`config.mk`:
```
export PLATFORM = sky130hd
export DESIGN_NAME = smb_reg_target
export DESIGN_NICKNAME = d
export VERILOG_FILES = /design/src/rtl/smb_pkg.sv /design/src/rtl/smb_sync_det.sv /design/src/rtl/smb_regbank.sv /design/src/rtl/smb_link.sv /design/src/rtl/smb_reg_target.sv
export SDC_FILE = /design/constraint.sdc
export NUM_CORES = 1
export LEC_CHECK = 0
export CAP_MARGIN = 20
export CORE_UTILIZATION = 38
export CTS_CLUSTER_DIAMETER = 200
export DETAILED_ROUTE_END_ITERATION = 6
export PLACE_DENSITY_LB_ADDON = 0.1
export SLEW_MARGIN = 40
export SYNTH_ARGS = -nofsm -noshare
export SYNTH_HDL_FRONTEND = slang
export SYNTH_SLANG_ARGS = --single-unit
```
`constraint.sdc`:
```
create_clock -name clk_i -period 5.7 [get_ports clk_i]
set_clock_uncertainty 0.05 [all_clocks]
set_input_delay 1.14 -clock clk_i [delete_from_list [all_inputs] [get_ports clk_i]]
set_output_delay 1.14 -clock clk_i [all_outputs]
set_load 0.01 [all_outputs]
```
`src/rtl/smb_pkg.sv`:
```
package smb_pkg;
  localparam int IDX_W = 7;
  localparam int IDX_OE  = 2;
  localparam int IDX_ID  = 3;
  localparam int IDX_CNT = 4;
  localparam int IDX_AMP = 5;

  typedef enum logic [2:0] {
    ST_IDLE, ST_RX, ST_RX_ACK, ST_TX, ST_TX_ACK
  } link_st_e;

  typedef enum logic [1:0] {
    PH_ADDR, PH_CMD, PH_CNT, PH_DATA
  } phase_e;

  function automatic logic [7:0] reg_reset(input int idx);
    case (idx)
      IDX_OE:  return 8'hC0;
      IDX_ID:  return 8'h08;
      IDX_CNT: return 8'h06;
      IDX_AMP: return 8'hD8;
      default: return 8'h00;
    endcase
  endfunction
endpackage

```
`src/rtl/smb_sync_det.sv`:
```
module smb_sync_det #(
  parameter int STAGES = 2
) (
  input  logic clk_i,
  input  logic rst_ni,
  input  logic scl_i,
  input  logic sda_i,
  output logic scl_o,
  output logic sda_o,
  output logic scl_rise_o,
  output logic scl_fall_o,
  output logic start_o,
  output logic stop_o
);
  logic [STAGES-1:0] scl_ff, sda_ff;
  logic scl_d, sda_d;

  for (genvar g = 0; g < STAGES; g++) begin : g_sync
    if (g == 0) begin : g_first
      always_ff @(posedge clk_i or negedge rst_ni)
        if (!rst_ni) begin
          scl_ff[0] <= 1'b1;
          sda_ff[0] <= 1'b1;
        end else begin
          scl_ff[0] <= scl_i;
          sda_ff[0] <= sda_i;
        end
    end else begin : g_next
      always_ff @(posedge clk_i or negedge rst_ni)
        if (!rst_ni) begin
          scl_ff[g] <= 1'b1;
          sda_ff[g] <= 1'b1;
        end else begin
          scl_ff[g] <= scl_ff[g-1];
          sda_ff[g] <= sda_ff[g-1];
        end
    end
  end

  always_ff @(posedge clk_i or negedge rst_ni)
    if (!rst_ni) begin
      scl_d <= 1'b1;
      sda_d <= 1'b1;
    end else begin
      scl_d <= scl_o;
      sda_d <= sda_o;
    end

  assign scl_o      = scl_ff[STAGES-1];
  assign sda_o      = sda_ff[STAGES-1];
  assign scl_rise_o = scl_o & ~scl_d;
  assign scl_fall_o = ~scl_o & scl_d;
  // SDA edges with SCL steady high
  assign start_o    = scl_o & scl_d & sda_d & ~sda_o;
  assign stop_o     = scl_o & scl_d & ~sda_d & sda_o;
endmodule

```
`src/rtl/smb_regbank.sv`:
```
module smb_regbank
  import smb_pkg::*;
#(
  parameter int NUM_REGS = 6
) (
  input  logic             clk_i,
  input  logic             rst_ni,
  input  logic             wr_en_i,
  input  logic [IDX_W-1:0] wr_idx_i,
  input  logic [7:0]       wr_data_i,
  input  logic [IDX_W-1:0] rd_idx_i,
  output logic [7:0]       rd_data_o,
  output logic [1:0]       oe_o,
  output logic             amp_sel_o,
  output logic [2:0]       amp_code_o,
  output logic [3:0]       rev_o,
  output logic [3:0]       vid_o,
  output logic [7:0]       cnt_o
);
  logic [NUM_REGS-1:0][7:0] regs_q;

  for (genvar i = 0; i < NUM_REGS; i++) begin : g_reg
    always_ff @(posedge clk_i or negedge rst_ni)
      if (!rst_ni)
        regs_q[i] <= reg_reset(i);
      else if (wr_en_i && wr_idx_i == IDX_W'(i))
        regs_q[i] <= wr_data_i;
  end

  always_comb begin
    rd_data_o = 8'h00;
    for (int i = 0; i < NUM_REGS; i++)
      if (rd_idx_i == IDX_W'(i)) rd_data_o = regs_q[i];
  end

  assign oe_o       = {regs_q[IDX_OE][6], regs_q[IDX_OE][7]};
  assign amp_sel_o  = regs_q[IDX_AMP][7];
  assign amp_code_o = regs_q[IDX_AMP][6:4];
  assign rev_o      = regs_q[IDX_ID][7:4];
  assign vid_o      = regs_q[IDX_ID][3:0];
  assign cnt_o      = regs_q[IDX_CNT];
endmodule

```
`src/rtl/smb_link.sv`:
```
module smb_link
  import smb_pkg::*;
#(
  parameter logic [6:0] ADDR7 = 7'h6B
) (
  input  logic             clk_i,
  input  logic             rst_ni,
  input  logic             sda_i,
  input  logic             scl_rise_i,
  input  logic             scl_fall_i,
  input  logic             start_i,
  input  logic             stop_i,
  input  logic [7:0]       cnt_i,
  input  logic [7:0]       rd_data_i,
  output logic [IDX_W-1:0] rd_idx_o,
  output logic             wr_en_o,
  output logic [IDX_W-1:0] wr_idx_o,
  output logic [7:0]       wr_data_o,
  output logic             sda_oe_o,
  output link_st_e         state_o
);
  link_st_e         state_q;
  phase_e           phase_q;
  logic [3:0]       bit_cnt_q;
  logic [7:0]       sh_q;
  logic [7:0]       left_q;
  logic [IDX_W-1:0] idx_q;
  logic             block_q, rd_mode_q, cnt_first_q, host_ack_q;
  logic [7:0]       tx_byte;

  assign tx_byte  = cnt_first_q ? cnt_i : rd_data_i;
  assign rd_idx_o = idx_q;
  assign state_o  = state_q;

  always_ff @(posedge clk_i or negedge rst_ni)
    if (!rst_ni) begin
      state_q     <= ST_IDLE;
      phase_q     <= PH_ADDR;
      bit_cnt_q   <= '0;
      sh_q        <= '0;
      left_q      <= '0;
      idx_q       <= '0;
      block_q     <= 1'b0;
      rd_mode_q   <= 1'b0;
      cnt_first_q <= 1'b0;
      host_ack_q  <= 1'b0;
      sda_oe_o    <= 1'b0;
      wr_en_o     <= 1'b0;
      wr_idx_o    <= '0;
      wr_data_o   <= '0;
    end else begin
      wr_en_o <= 1'b0;
      if (start_i) begin
        state_q   <= ST_RX;
        phase_q   <= PH_ADDR;
        bit_cnt_q <= '0;
        sda_oe_o  <= 1'b0;
      end else if (stop_i) begin
        state_q  <= ST_IDLE;
        sda_oe_o <= 1'b0;
      end else begin
        unique case (state_q)
          ST_IDLE: ;
          ST_RX: begin
            if (scl_rise_i) begin
              sh_q      <= {sh_q[6:0], sda_i};
              bit_cnt_q <= bit_cnt_q + 4'd1;
            end else if (scl_fall_i && bit_cnt_q == 4'd8) begin
              bit_cnt_q <= '0;
              state_q   <= ST_RX_ACK;
              sda_oe_o  <= 1'b1;
              unique case (phase_q)
                PH_ADDR: begin
                  if (sh_q[7:1] != ADDR7) begin
                    sda_oe_o <= 1'b0;
                    state_q  <= ST_IDLE;
                  end else begin
                    rd_mode_q   <= sh_q[0];
                    cnt_first_q <= sh_q[0] & block_q;
                    phase_q     <= PH_CMD;
                  end
                end
                PH_CMD: begin
                  idx_q   <= sh_q[IDX_W-1:0];
                  block_q <= ~sh_q[7];
                  left_q  <= 8'd1;
                  phase_q <= sh_q[7] ? PH_DATA : PH_CNT;
                end
                PH_CNT: begin
                  left_q  <= sh_q;
                  phase_q <= PH_DATA;
                end
                PH_DATA: begin
                  if (left_q != 8'd0) begin
                    wr_en_o   <= 1'b1;
                    wr_idx_o  <= idx_q;
                    wr_data_o <= sh_q;
                    idx_q     <= idx_q + 1'b1;
                    left_q    <= left_q - 8'd1;
                  end
                end
                default: ;
              endcase
            end
          end
          ST_RX_ACK: begin
            if (scl_fall_i) begin
              if (rd_mode_q) begin
                sh_q      <= tx_byte;
                sda_oe_o  <= ~tx_byte[7];
                bit_cnt_q <= '0;
                state_q   <= ST_TX;
                if (cnt_first_q) cnt_first_q <= 1'b0;
                else             idx_q <= idx_q + 1'b1;
              end else begin
                sda_oe_o <= 1'b0;
                state_q  <= ST_RX;
              end
            end
          end
          ST_TX: begin
            if (scl_rise_i) begin
              bit_cnt_q <= bit_cnt_q + 4'd1;
            end else if (scl_fall_i) begin
              if (bit_cnt_q == 4'd8) begin
                sda_oe_o <= 1'b0;
                state_q  <= ST_TX_ACK;
              end else begin
                sh_q     <= {sh_q[6:0], 1'b0};
                sda_oe_o <= ~sh_q[6];
              end
            end
          end
          ST_TX_ACK: begin
            if (scl_rise_i) begin
              host_ack_q <= ~sda_i;
            end else if (scl_fall_i) begin
              if (host_ack_q) begin
                sh_q      <= tx_byte;
                sda_oe_o  <= ~tx_byte[7];
                bit_cnt_q <= '0;
                state_q   <= ST_TX;
                if (cnt_first_q) cnt_first_q <= 1'b0;
                else             idx_q <= idx_q + 1'b1;
              end else begin
                state_q <= ST_IDLE;
              end
            end
          end
          default: state_q <= ST_IDLE;
        endcase
      end
    end
endmodule

```
`src/rtl/smb_reg_target.sv`:
```
module smb_reg_target
  import smb_pkg::*;
#(
  parameter logic [6:0] ADDR7       = 7'h6B,
  parameter int         NUM_REGS    = 6,
  parameter int         SYNC_STAGES = 2
) (
  input  logic       clk_i,
  input  logic       rst_ni,
  input  logic       scl_i,
  input  logic       sda_i,
  output logic       sda_oe_o,
  output logic [1:0] out_en_o,
  output logic       amp_sel_o,
  output logic [2:0] amp_code_o,
  output logic [3:0] rev_code_o,
  output logic [3:0] vendor_id_o,
  output logic [7:0] byte_cnt_o
);
  logic scl_s, sda_s, scl_rise, scl_fall, start_s, stop_s;
  logic             wr_en;
  logic [IDX_W-1:0] wr_idx, rd_idx;
  logic [7:0]       wr_data, rd_data;
  link_st_e         link_state;

  smb_sync_det #(.STAGES(SYNC_STAGES)) i_sync (
    .clk_i, .rst_ni, .scl_i, .sda_i,
    .scl_o(scl_s), .sda_o(sda_s),
    .scl_rise_o(scl_rise), .scl_fall_o(scl_fall),
    .start_o(start_s), .stop_o(stop_s)
  );

  smb_link #(.ADDR7(ADDR7)) i_link (
    .clk_i, .rst_ni,
    .sda_i(sda_s), .scl_rise_i(scl_rise), .scl_fall_i(scl_fall),
    .start_i(start_s), .stop_i(stop_s),
    .cnt_i(byte_cnt_o), .rd_data_i(rd_data), .rd_idx_o(rd_idx),
    .wr_en_o(wr_en), .wr_idx_o(wr_idx), .wr_data_o(wr_data),
    .sda_oe_o, .state_o(link_state)
  );

  smb_regbank #(.NUM_REGS(NUM_REGS)) i_regs (
    .clk_i, .rst_ni,
    .wr_en_i(wr_en), .wr_idx_i(wr_idx), .wr_data_i(wr_data),
    .rd_idx_i(rd_idx), .rd_data_o(rd_data),
    .oe_o(out_en_o), .amp_sel_o, .amp_code_o,
    .rev_o(rev_code_o), .vid_o(vendor_id_o), .cnt_o(byte_cnt_o)
  );
endmodule

```
==> results by group <==
Routing
  – Via count: 4372
  – Drt wl/cell: 19.81 um
  – DRC errors left: 0
  – DR iter-0 viols: 373
  – Via density: 5.649
  – Final antenna-violating net count: 0
  – DRT Pass-1 Iters: 5
  – Detailed-route wire length: 15330 um

Synth
  – Top post-synthesis cells by area: dfrtp_1 39%, mux2_2 11%, dfstp_2 6.6%
  – Syn_nets: 583
  – Synthesis-stage register bit count: 107
  – Post-synth ARST share: 100.0%
  – Avg Inst Size Synth: 10.50 um^2
  – Syn. warnings: 0
  – Post-Syn Area: 5954 um^2
  – Post-synth cell types: 77
  – Main flop type after synthesis: dfrtp_1
  – Cell accounting for the most synthesized area: dfrtp_1
  – Syn Inst Count: 567
  – Yosys top cell area share: 38.66%
  – Seq/Total Area, Yosys: 45.28%
  – Post-synth EDFFs: 0

Finish
  – Fillers: 1464
  – Share of layout cells above drive strength 1: 19.72%
  – Sequential Area: 2696 um^2
  – Final Instance Count excl. Fillers: 774
  – Multi-input combinational cell area: 2920 um^2
  – Area Growth Syn to Fin: 9.855%
  – Nets: 574
  – Post-layout util: 42.87%
  – # diodes: 0

Timing
  – Slew margin rel.: 45.70%
  – Fin crit share: 49.97%
  – Final Critical Period: 2.848 ns
  – Slew Viols, Final: 0
  – Worst Max-Slew Pin Slew: 0.8125 ns
  – RSZ-0062 raised after global routing: no
  – Final worst slack: 2.852 ns
  – Peak Freq: 351.1 MHz
  – Finish-stage setup viols: 0
  – Post-Route Setup TNS: 0 ns
  – Endpoints failing hold: 0

Worst hold path
  – Hold Crit Start: i_sync.scl_ff[0]
  – Hold path depth: 0
  – Worst hold endpoint: i_sync.scl_o
  – Hold/Removal Path Class: reg2reg

Clocking
  – Reg clk slew, reported paths: 0.08 ns
  – TritonCTS clock tree: done
  – Clock latency at the later pin of the worst-skew pair: 0.36 ns
  – Num CTS Buffers: 9
  – CTS Hold Bufs: 0
  – Htree depth: 3
  – Number of post-CTS setup repair buffers: 0
  – Post-CTS sizing: 0
  – Clk buf depth: 2
  – Root Buffer Master: clkbuf_16
  – Clk sinks: 107

Placement
  – Final GP Congestion: 0.8293
  – DP Wirelength: 10910 um
  – PortBufs: 26
  – Dpl cells: 758
  – Dpl ws: 2.751 ns

Critical path
  – Worst path top cell family by delay: compound AO/OA/AOI/OAI gates
  – Worst R2R Path Depth: 7
  – Worst Path Max Fanout: 14
  – FF-to-FF Start: i_link.rd_idx_o[1]
  – Crit path DAT: 3.06 ns
  – CP cell instances: inv_1, ha_1, a21oi_1, a221o_1, a2111oi_1, o21ai_0, a32o_1
  – WS Path Type: reg2reg
  – Worst reg2reg setup slack: 2.85 ns
  – Buffers and inverters on the worst path: 1
  – Slowest stage cell, crit path: a2111oi_1
  – FF-to-FF End: i_link.sda_oe_o
  – Worst stage delay on the critical path: 0.77 ns
  – Critical path required time: 5.91 ns
  – Startpoint Class: flop
  – Worst Setup End Kind: flop

Die
  – Core Area: 15260 um^2
  – I/O pin cnt: 27
  – Row cnt: 45
  – Die height: 127.2 um
  – Die area: 16170 um^2
  – Starting Density: 39.02%
  – Chip width: 127.2 um

Global route
  – Total track usage: 20.48%
  – Total gr overflow: 0
  – Largest net degree at the start of global routing: 69
  – Initial antenna violation count: 0
  – First-pass GRT wire length: 25270 um
  – Vias in the first global route: 4412

Power and ir drop
  – Power per Cell Area: 242.4 nW/um^2
  – Worst VDD drop: 0.0001568 V
  – Pleak: 0.002790 uW

Outcome
  – Outcome: completed

Run
  – Max-Cap Viols: 0
routing by layer:
metal  vias up  track usage (%)  share of wire, %
li1       2081                -                 -
met2        78            33.68                47
met1      2198            27.81                48
met5         -                0                 0
met4         0            5.532               1.3
met3        15            3.685               3.1
layout by cell type, fill, tap and decap left out, drive strengths merged, types with 5 or more instances in the layout:
cell type,n
dfrtp,92
mux2,60
nand2,33
o21ai,33
nor2,28
clkdlybuf4s50,25
inv,25
nand3,19
a21oi,17
dfstp,15
nor3,13
o211ai,12
ha,12
mux2i,9
and2,9
clkbuf,9
nor2b,8
nand2b,8
a221o,7
o22ai,7
o41ai,7
nor4,7
nand3b,6
a2bb2oi,6
a221oi,6
o211a,5
nor3b,5
worst max path at each step:
stage                         from  depth (start not counted)                  to
2_1_floorplan  i_link.bit_cnt_q[0]                          7  i_link.rd_idx_o[2]
3_3_place_gp    i_link.rd_idx_o[1]                          7     i_link.sda_oe_o
3_5_place_dp    i_link.rd_idx_o[1]                          7     i_link.sda_oe_o
4_1_cts         i_link.rd_idx_o[1]                          7     i_link.sda_oe_o
5_1_grt         i_link.rd_idx_o[1]                          7     i_link.sda_oe_o
6_report        i_link.rd_idx_o[1]                          7     i_link.sda_oe_o
metrics by stage:
step                hold slack, ns  area [um^2]  power, uW
finish                      0.3070         6541       1586
global route                0.3095         6541       1651
CTS                         0.3082         6534       1607
detailed placement          0.2968         6232      968.5
global placement            0.2956         6222      966.2
floorplan                   0.2952         5954      901.2
flip-flops by register name (all words and copies together) (netlist names), 2 cells and up:
name,flops
i_link.left_q,8
i_link.phase_q,2
i_regs.amp_code_o,3
i_regs.cnt_o,8
i_regs.oe_o,2
i_link.wr_data_o,8
i_link.rd_idx_o,7
i_link.sh_q,8
i_regs.rev_o,4
i_link.state_o,3
i_link.wr_idx_o,7
i_regs.vid_o,4
i_regs.regs_q,26
i_link.bit_cnt_q,4
logic make-up after synthesis:
kind of cell             count (synthesis)  share of synthesized area, %
multiplexers                            69                         12.86
AO/OA/AOI/OAI                          141                         16.98
AND/OR/NAND/NOR                        166                         16.03
flip-flops                             107                         45.28
buffers and inverters                   70                         5.904
XOR/XNOR                                 2                        0.4204
adder cells (fa/ha/maj)                 12                         2.521
Yosys cell counts (all sizes together) (8+ instances only):
master  count
o211ai     12
dfstp      15
nand2b      8
mux2       60
inv        22
nor3       13
nor2       28
clkbuf     20
mux2i       9
nand2      33
ha         12
and2        9
nor2b       8
buf        28
a21oi      17
o21ai      33
dfrtp      92
nand3      19
report_power, final:
| group | switching (uW) | leakage (uW) | internal, uW |
|---|---|---|---|
| clock network | 321 | 0.000148 | 312 |
| registers | 57.8 | 0.00143 | 784 |
| logic | 62.6 | 0.00121 | 47.9 |
layout make-up:
type | instances | area share (%)
clock buffer | 9 | 3.443
multi-input combinational | 390 | 44.64
tap | 211 | 4.036
timing repair buffer | 28 | 4.227
sequential | 107 | 41.22
clock inverter | 7 | 1.167
inverter | 22 | 1.262
(Power assumes the default switching activity.)
